## config.mk

```make
export PLATFORM = sky130hd
export DESIGN_NAME = divn_down_counter
export DESIGN_NICKNAME = d
export VERILOG_FILES = /design/src/rtl/divn_pkg.sv /design/src/rtl/divn_sync.sv /design/src/rtl/divn_event_det.sv /design/src/rtl/divn_count_core.sv /design/src/rtl/divn_down_counter.sv
export SDC_FILE = /design/constraint.sdc
export NUM_CORES = 1
export LEC_CHECK = 0
export BUFFER_PORTS_ARGS = -buffer_cell sky130_fd_sc_hd__buf_2
export CORE_MARGIN = 5
export CORE_UTILIZATION = 30
export CTS_BUF_LIST = sky130_fd_sc_hd__clkbuf_4 sky130_fd_sc_hd__clkbuf_8
export DETAILED_ROUTE_END_ITERATION = 16
export PLACE_DENSITY = 0.55
export SYNTH_ARGS = -nofsm -noshare
export SYNTH_HDL_FRONTEND = slang
export SYNTH_SLANG_ARGS = --single-unit
```

## constraint.sdc

```tcl
create_clock -name clk_i -period 2.8 [get_ports clk_i]
set_input_delay 0.14 -clock clk_i [delete_from_list [all_inputs] [get_ports clk_i]]
set_output_delay 0.14 -clock clk_i [all_outputs]
set_load 0.05 [all_outputs]
```

## src/rtl/divn_pkg.sv

```systemverilog
// Package: shared operation codes and arithmetic for the down-counter block.
// Assumes: counter width is supplied by the users of these helpers.
package divn_pkg;

    // Next-state operation selected by the counter core each system clock.
    typedef enum logic [1:0] {
        CORE_HOLD = 2'b00,
        CORE_STEP = 2'b01,
        CORE_LOAD = 2'b10
    } core_op_e;

    // Pick the core operation; a load always wins over a count step.
    function automatic core_op_e pick_op(input logic load_act, input logic step);
        if (load_act) begin
            return CORE_LOAD;
        end else if (step) begin
            return CORE_STEP;
        end
        return CORE_HOLD;
    endfunction

endpackage

```

## src/rtl/divn_sync.sv

```systemverilog
// Module: multi-stage level synchroniser onto the system clock.
// Assumes: STAGES >= 2; input is a slowly changing level.
module divn_sync #(
    parameter int   STAGES  = 2,
    parameter logic RST_VAL = 1'b0
) (
    input  logic clk_i,
    input  logic rst_ni,
    input  logic d_i,
    output logic q_o
);

    logic [STAGES-1:0] stage_q;

    // Shift the sampled level through the flop chain.
    always_ff @(posedge clk_i) begin
        if (!rst_ni) begin
            stage_q <= {STAGES{RST_VAL}};
        end else begin
            stage_q <= {stage_q[STAGES-2:0], d_i};
        end
    end

    assign q_o = stage_q[STAGES-1];

endmodule

```

## src/rtl/divn_event_det.sv

```systemverilog
// Module: turns synchronised count-clock and inhibit levels into a one-cycle
// count-step pulse. A rising count clock with inhibit low, or a falling
// inhibit with count clock high, each give one step.
// Assumes: inputs are already synchronised to clk_i.
module divn_event_det (
    input  logic clk_i,
    input  logic rst_ni,
    input  logic ck_s_i,
    input  logic hold_s_i,
    output logic step_o
);

    logic ck_d;
    logic hold_d;
    logic ck_rise;
    logic hold_fall;

    // Remember last cycle's levels for edge detection.
    always_ff @(posedge clk_i) begin
        if (!rst_ni) begin
            ck_d   <= 1'b0;
            hold_d <= 1'b0;
        end else begin
            ck_d   <= ck_s_i;
            hold_d <= hold_s_i;
        end
    end

    // Qualify each edge with the level of the other line.
    always_comb begin
        ck_rise   = ck_s_i & ~ck_d & ~hold_s_i;
        hold_fall = ~hold_s_i & hold_d & ck_s_i;
        step_o    = ck_rise | hold_fall;
    end

endmodule

```

## src/rtl/divn_count_core.sv

```systemverilog
// Module: down-counting register with preset; wraps from zero to all ones.
// Assumes: load_i has priority over step_i.
module divn_count_core
    import divn_pkg::*;
#(
    parameter int CNT_W = 4
) (
    input  logic             clk_i,
    input  logic             rst_ni,
    input  logic             step_i,
    input  logic             load_i,
    input  logic [CNT_W-1:0] load_val_i,
    output logic [CNT_W-1:0] count_o
);

    localparam logic [CNT_W-1:0] ONE = CNT_W'(1);

    logic [CNT_W-1:0] count_q;
    logic [CNT_W-1:0] count_d;
    core_op_e         op;

    // Choose the next count from the selected operation.
    always_comb begin
        op = pick_op(load_i, step_i);
        case (op)
            CORE_LOAD: count_d = load_val_i;
            CORE_STEP: count_d = count_q - ONE;
            default:   count_d = count_q;
        endcase
    end

    // Hold the count value.
    always_ff @(posedge clk_i) begin
        if (!rst_ni) begin
            count_q <= '0;
        end else begin
            count_q <= count_d;
        end
    end

    assign count_o = count_q;

endmodule

```

## src/rtl/divn_down_counter.sv

```systemverilog
// Module: presettable down counter with decoded, chain-qualified zero flag.
// Assumes: cnt_clk_i and hold_i are slow against clk_i and low during reset;
// the zero flag may be wired straight to load_i for divide-by-N.
module divn_down_counter #(
    parameter int CNT_W       = 4,
    parameter int SYNC_STAGES = 2
) (
    input  logic             clk_i,
    input  logic             rst_ni,
    input  logic             cnt_clk_i,
    input  logic             hold_i,
    input  logic             load_i,
    input  logic [CNT_W-1:0] load_val_i,
    input  logic             chain_i,
    output logic [CNT_W-1:0] count_o,
    output logic             zero_o
);

    logic ck_s;
    logic hold_s;
    logic load_hold;
    logic step;
    logic load_act;

    divn_sync #(.STAGES(SYNC_STAGES), .RST_VAL(1'b0)) u_ck_sync (
        .clk_i (clk_i),
        .rst_ni(rst_ni),
        .d_i   (cnt_clk_i),
        .q_o   (ck_s)
    );

    divn_sync #(.STAGES(SYNC_STAGES), .RST_VAL(1'b0)) u_hold_sync (
        .clk_i (clk_i),
        .rst_ni(rst_ni),
        .d_i   (hold_i),
        .q_o   (hold_s)
    );

    divn_sync #(.STAGES(SYNC_STAGES), .RST_VAL(1'b0)) u_load_sync (
        .clk_i (clk_i),
        .rst_ni(rst_ni),
        .d_i   (load_i),
        .q_o   (load_hold)
    );

    divn_event_det u_evt (
        .clk_i   (clk_i),
        .rst_ni  (rst_ni),
        .ck_s_i  (ck_s),
        .hold_s_i(hold_s),
        .step_o  (step)
    );

    // Load acts at once on assertion and lasts until the release is synchronised.
    assign load_act = load_i | load_hold;

    divn_count_core #(.CNT_W(CNT_W)) u_core (
        .clk_i     (clk_i),
        .rst_ni    (rst_ni),
        .step_i    (step),
        .load_i    (load_act),
        .load_val_i(load_val_i),
        .count_o   (count_o)
    );

    // Decode zero, qualified by the chain input.
    assign zero_o = chain_i & (count_o == '0);

endmodule

```

**Yosys cells after proc, flatten, opt, wreduce, memory -nomap -nowiden**

Cells that the tools add are included.
Widths: inputs -> output; s select.

- Eq/ne operators: 2
- Add/sub/neg operators: 1
- Reduce and logical (&&, ||, !) cells: 2
- Bitwise gates (word level): 9
- Multiplexer cells: 6

Operator list:

| operator | count |
|---|---|
| $pmux 4 s2 | 1 |
| $mux 2 | 3 |
| $and 1x1->1 | 5 |
| $logic_not 4->1 | 1 |
| $sub 4x1->4 const B | 1 |
| $eq 2x1->1 const B | 1 |
| $eq 2x2->1 const B | 1 |
| $mux 1 | 2 |
| $not 1->1 | 2 |
| $or 1x1->1 | 2 |
| $reduce_bool 2->1 | 1 |

- Bits of input ports: 10
- Output and inout bits: 5
- Bits in registers: 12

**Depth between registers and ports, before layout**

Gate-level depths: netlist of run 1.

- Depth after elaboration: 9
- Depth in mapped cells: 5

**By module**

From an unflattened synthesis of run 1, not the netlist that was laid out.

- Cells, all modules: 44
- Area, all modules: 474.2 µm²

Modules (own cells, without submodules):

| module | cells an instance | area each (µm²) | instances |
|---|---|---|---|
| divn_count_core | 23 | 212.7 | 1 |
| divn_sync | 4 | 52.6 | 3 |
| divn_event_det | 6 | 78.8 | 1 |
| divn_down_counter | 3 | 25.0 | 1 |

**Least setup slack after synthesis of run 1**

Ideal clock, no wire load.

- Path type: register -> output
- Start: register u_core.count_q[0] (netlist: u_core.count_o[0])
- End: output port zero_o
- Stages on the path, launching flop included: 5
- Arrival time: 1.871 ns
- Path slack: 0.789 ns
- Cells stage by stage: dfxtp_1 -> inv_1 -> ha_1 -> nand2_1 -> nor3_1

- Cells in the longest elaborated chain, start to end: 2

Ends and longest elaborated chain:

| item | line | RTL |
|---|---|---|
| start: declaration | divn_count_core.sv:18 | `logic [CNT_W-1:0] count_q;` |
| start signal: assignment | divn_count_core.sv:37 | `count_q <= count_d;` |
| $logic_not 4->1 | divn_down_counter.sv:67 | `assign zero_o = chain_i & (count_o == '0);` |
| $and 1x1->1 | divn_down_counter.sv:67 |  |
| end: declaration | divn_down_counter.sv:16 | `output logic zero_o` |

No other way between the ends.

**Worst setup path after layout of run 1**

- Start: register u_core.count_q[0] (netlist: u_core.count_o[0])
- End: register u_core.count_q[2] (netlist: u_core.count_o[2])

- Cells in the longest elaborated chain, start to end: 2

Ends and longest elaborated chain:

| item | line | RTL |
|---|---|---|
| $sub 4x1->4 | divn_count_core.sv:27 | `CORE_STEP: count_d = count_q - ONE;` |
| $pmux 4 s2 | divn_count_core.sv:25 | `case (op)` |

No other way between the ends.
A chain may end at the register's enable or synchronous reset.

==> results.json, run 1 <==
{
  "instances_no_fill": 85,
  "required_ps": 2990,
  "syn_area_um2": 480,
  "postCtsSetupRepairBufs": 0,
  "synthXorXnorAreaFrac": 0,
  "synth_compound_area_frac": 0.135,
  "ir_drop_mv": 0.346,
  "grt_pass1_wl_mm": 1.55,
  "place_congestion": 0.783,
  "grt_pass1_vias": 384,
  "p_leak_nw": 0.273,
  "drt_first_iter_violations": 0,
  "clkSinkCount": 12,
  "synth-edff-count": 0,
  "dp.cells": 81,
  "die_area_um2": 2500,
  "syn_to_final_growth_pct": 25.5,
  "p_per_area_nw_per_um2": 633,
  "arrival_ps": 1680,
  "slowest_stage": "or4_1",
  "critPathLaunchType": "flop",
  "setup_tns_ps": 0,
  "period_share": 0.531,
  "cp_max_fo": 4,
  "clk-insertion-delay-late_ps": 270,
  "synth_adder_area_share": 0.0521,
  "combPwrFrac": 0.158,
  "syn_nets": 64,
  "switchingPower_w": 0.000102,
  "globalRoute.totalOverflow": 0,
  "synth_top_area_cell": "dfxtp_1",
  "drive_gt1_frac": 0.261,
  "rsz0062_at_grt": "no",
  "diodes": 0,
  "tightest_slew_ps": 452,
  "async_flop_share": 0,
  "numCtsBuffers": 3,
  "grt_max_degree": 14,
  "clockBufferDepth": 2,
  "final_common_cell": "buf_2",
  "status": "completed",
  "clkPwrFrac": 0.356,
  "antenna_left": 0,
  "ys_ff_latch": 12,
  "synthSimpleGateAreaFrac": 0.273,
  "synth_top_family_by_area": "simple AND/OR/NAND/NOR gates",
  "row_count": 14,
  "switching_share": 0.268,
  "yosysWarnings": 0,
  "max_freq_mhz": 672,
  "nets": 82,
  "start_util": 0.319,
  "synth_area_leaders": "dfxtp_1, and2_1, ha_1",
  "min_period_ps": 1490,
  "drv_cap": 0,
  "finalHoldViolCount": 0,
  "avgViaCountPerCell": 4.73,
  "n_fill_cell": 152,
  "cp_cell_sequence": "inv_1, ha_1, clkinv_1, or4_1, a311oi_1",
  "p_seq_frac": 0.487,
  "syn-instance-count": 52,
  "synth_cell_type_count": 21,
  "die_y_um": 50.0,
  "path_clk_slew_ps": 80,
  "cts.htree.levels": 1,
  "setup_viol": 0,
  "synth_top_flop_cell": "dfxtp_1",
  "dr_total_vias": 402,
  "synth_top_area_frac": 0.500,
  "slowest_delay_ps": 490,
  "internal_power_w": 0.000279,
  "worstSetupPathType": "flop to flop",
  "synth_area_per_cell_um2": 9.24,
  "postCtsHoldBufs": 0,
  "cts_tree": "yes",
  "core_um2": 1510,
  "ys_seq_area_frac": 0.500,
  "avgRoutedWirePerCell_um": 10.7,
  "hold_class": "primary input to flop",
  "slew_headroom": 0.697,
  "ctsRootBufferMaster": "clkbuf_4",
  "fin_skew_ps": 10.3,
  "critPathCaptureType": "flop",
  "drt-total-wl_um": 906,
  "drv_slew": 0,
  "synthMuxAreaShare": 0,
  "cts-resized-gates": 0,
  "mostFrequentLayoutCells": "buf_2, dfxtp_1, and2_1",
  "track_usage": 0.0826,
  "pin_count": 15,
  "io_buffers": 14,
  "die_w_um": 50.0,
  "antenna_found_initial": 0,
  "drt_pre_antenna_iters": 1,
  "drc": 0
}
==> critical path, delay by kind of cell (launching register included) <==
kind	cells	cell delay, ps
and+or+nand+nor	1	490
DFF	1	330
AOI/OAI and AO/OA	1	250
buffers and inverters	2	170
adders and majority gates	1	160
==> flip-flops by register name (all words and copies together) (netlist names) <==
signal / count
u_evt.hold_d: 1
u_load_sync.stage_q: 2
u_core.count_o: 4
u_hold_sync.stage_q: 2
u_evt.ck_d: 1
u_ck_sync.stage_q: 2
==> cells in the mapped netlist, types with 2 or more instances <==
master	instances
dfxtp_1	12
and2_1	8
inv_1	3
nand2_1	3
o21ai_0	3
a31oi_1	2
ha_1	2
nand2b_1	2
nor2_1	2
nor2b_1	2
o31ai_1	2
or4_1	2
==> per-stage QoR <==
stage	setup WS (ps)	area, um^2	hold WS (ps)	utilization	power (W)
after floorplan	789	480	252	-	0.000233
after global placement	1360	567	344	0.376	0.000251
after detailed placement	1330	567	346	0.376	0.000251
after CTS	1310	603	63.1	0.400	0.000390
after global routing	1220	603	74.0	0.400	0.000404
final	1310	603	75.1	0.400	0.000382
==> metal layers <==
| metal | share of wire | GRT usage | vias to the layer above |
|---|---|---|---|
| li1 | - | - | 215 |
| met1 | 0.45 | 0.0884 | 174 |
| met2 | 0.43 | 0.128 | 13 |
| met3 | 0.12 | 0.0663 | 0 |
| met4 | 0 | 0.0131 | 0 |
| met5 | 0 | 0 | - |
==> power groups by stage <==
stage               Combinational [W]  Sequential (W)  Clock (W)
floorplan                   0.0000278        0.000205          0
global placement            0.0000611        0.000190          0
detailed placement          0.0000608        0.000190          0
CTS                         0.0000611        0.000186   0.000143
global route                0.0000676        0.000187   0.000149
finish                      0.0000603        0.000186   0.000136
==> layout make-up <==
| cell class | count | area, um^2 | share of cell area |
|---|---|---|---|
| Tap cell | 16 | 20.0 | 0.0332 |
| Inverter | 4 | 15.0 | 0.0249 |
| Timing Repair Buffer | 14 | 70.1 | 0.116 |
| Sequential cell | 12 | 240 | 0.398 |
| Multi-Input combinational cell | 35 | 221 | 0.367 |
| Clock buffer | 4 | 36.3 | 0.0602 |
==> logic make-up after synthesis <==
kind of cell / count (synthesis)
AND/OR/NAND/NOR: 23
AO/OA/AOI/OAI: 10
buffers and inverters: 5
adder cells (fa/ha/maj): 2
flip-flops: 12
==> worst paths after layout <==
path	startpoint	to	slack, ps	cells past startpoint
hold / removal	cnt_clk_i	u_ck_sync.stage_q[0]$_SDFF_PN0_	80	2
setup reg to reg	u_core.count_o[0]$_SDFFE_PN0P_	u_core.count_o[2]$_SDFFE_PN0P_	1310	5
hold reg to reg	u_ck_sync.stage_q[0]$_SDFF_PN0_	u_ck_sync.stage_q[1]$_SDFF_PN0_	430	1
setup / recovery	u_core.count_o[0]$_SDFFE_PN0P_	u_core.count_o[2]$_SDFFE_PN0P_	1310	5
No activity file was read; power rests on OpenSTA's default activity.
==> run 2: changes to the inputs <==
==> constraint.sdc (replaced) <==
create_clock -name clk_i -period 1.4 [get_ports clk_i]
set_input_delay 0.07 -clock clk_i [delete_from_list [all_inputs] [get_ports clk_i]]
set_output_delay 0.07 -clock clk_i [all_outputs]
set_load 0.05 [all_outputs]
==> results.json, run 2 (synthesis gave the netlist of run 1 again) <==
{
  "status": "completed",
  "n_fill_cell": 150,
  "cts.htree.levels": 1,
  "path_clk_slew_ps": 80,
  "drv_slew": 0,
  "required_ps": 1610,
  "dr_total_vias": 424,
  "die_area_um2": 2500,
  "finalHoldViolCount": 0,
  "drt_first_iter_violations": 2,
  "fin_skew_ps": 6.96,
  "tightest_slew_ps": 252,
  "dp_hpwl_um": 778,
  "hold_ws_ps": 22.2,
  "cp_cell_sequence": "or3_4, or4_1, a31oi_1",
  "die_w_um": 50.0,
  "drt_pre_antenna_iters": 2,
  "start_util": 0.319,
  "clk-insertion-delay-late_ps": 280,
  "slew_headroom": 0.831,
  "grt_pass1_wl_mm": 1.68,
  "p_per_area_nw_per_um2": 1190,
  "die_y_um": 50.0,
  "drt-total-wl_mm": 1.03,
  "grt_pass1_vias": 382,
  "antenna_found_initial": 0,
  "io_buffers": 14,
  "max_freq_mhz": 734,
  "setup_viol": 0,
  "syn_to_final_growth_pct": 39.8,
  "place_congestion": 0.747,
  "avgViaCountPerCell": 4.82,
  "antenna_left": 0,
  "drive_gt1_frac": 0.389,
  "cts_tree": "yes",
  "ir_drop_mv": 0.793,
  "grt_max_degree": 14,
  "period_share": 0.973,
  "drv_cap": 0,
  "track_usage": 0.0899,
  "clkSinkCount": 12,
  "slowest_stage": "or4_1",
  "numCtsBuffers": 3,
  "cp_max_fo": 4,
  "p_leak_nw": 0.295,
  "design_area_um2": 672,
  "avgRoutedWirePerCell_um": 11.7,
  "row_count": 14,
  "final_common_cell": "buf_2",
  "slowest_delay_ps": 390,
  "critPathLaunchType": "flop",
  "core_um2": 1510,
  "pin_count": 15,
  "hold_depth": 2,
  "reg2regPathDepth": 3,
  "hold_class": "primary input to flop",
  "final_util": 0.446,
  "largest_reg_flops": 4,
  "placed_cell_area_um2": 607,
  "rsz0062_at_grt": "yes",
  "setup_tns_ps": 0,
  "nets": 85,
  "clockBufferDepth": 2,
  "total_power_w": 0.000799,
  "min_period_ps": 1360,
  "globalRoute.totalOverflow": 0,
  "diodes": 0,
  "postCtsSetupRepairBufs": 0,
  "drc": 0,
  "ctsRootBufferMaster": "clkbuf_4",
  "worstSetupPathType": "flop to flop",
  "critPathCaptureType": "flop",
  "mostFrequentLayoutCells": "buf_2, dfxtp_1, and2_1, clkbuf_4",
  "arrival_ps": 1570
}
==> run 2: changes by cell type in the layout (fill, tap and decap cells not counted), moves of 2 or more <==
cell	delta
inv_1	-2
dlygate4sd3_1	+2
dfxtp_4	+2
dfxtp_1	-3
inv_4	+3
==> run 2: cell type report <==
class	instances	area, um^2	area share
multi-input cells	35	244	0.363
repair buffers	17	100	0.149
clock buffers	4	36.3	0.0540
inverters	4	22.5	0.0335
well taps	16	20.0	0.0298
flip-flops and latches	12	249	0.371
==> run 2: layer usage <==
| metal | part of all wire | track usage |
|---|---|---|
| met1 | 0.41 | 0.0973 |
| met2 | 0.45 | 0.126 |
| met3 | 0.12 | 0.0633 |
| met4 | 0.029 | 0.0524 |
| met5 | 0 | 0 |
==> run 2: worst max-delay path, delay by kind of cell (launching register included) <==
kind / cells / cell delay [ps]
AND/OR/NAND/NOR: 2 / 770
flip-flops: 1 / 370
AO/OA/AOI/OAI: 1 / 150
==> run 2: repair_timing <==
item | 4_1_cts | 5_1_grt
hold buffers | 2 | 0
setup endpoints to repair | 2 | 3
resized for setup | 0 | 3
pin swaps | 2 | 0
hold endpoints to repair | 2 | 0
==> run 2: metrics by stage <==
stage | setup WS, ps | instances
final | 37.3 | 88
after global routing | -4.86 | 88
after detailed placement | 13.4 | 82
after floorplan | -5.13 | 52
after CTS | 25.8 | 88
after global placement | 24.0 | 82
==> run 2: path summary, 6_finish.rpt <==
check / start / slack (ps) / to
min reg2reg: u_load_sync.stage_q[0]$_SDFF_PN0_ / 430 / u_load_sync.stage_q[1]$_SDFF_PN0_
min: load_i / 20 / u_load_sync.stage_q[0]$_SDFF_PN0_
max: u_core.count_o[0]$_SDFFE_PN0P_ / 40 / u_core.count_o[3]$_SDFFE_PN0P_
max reg2reg: u_core.count_o[0]$_SDFFE_PN0P_ / 40 / u_core.count_o[3]$_SDFFE_PN0P_
==> run 2: power breakdown <==
part | total, W | internal, W | switching [W]
logic | 0.000144 | 0.0000569 | 0.0000874
registers | 0.000376 | 0.000360 | 0.0000159
clock network | 0.000279 | 0.000158 | 0.000121
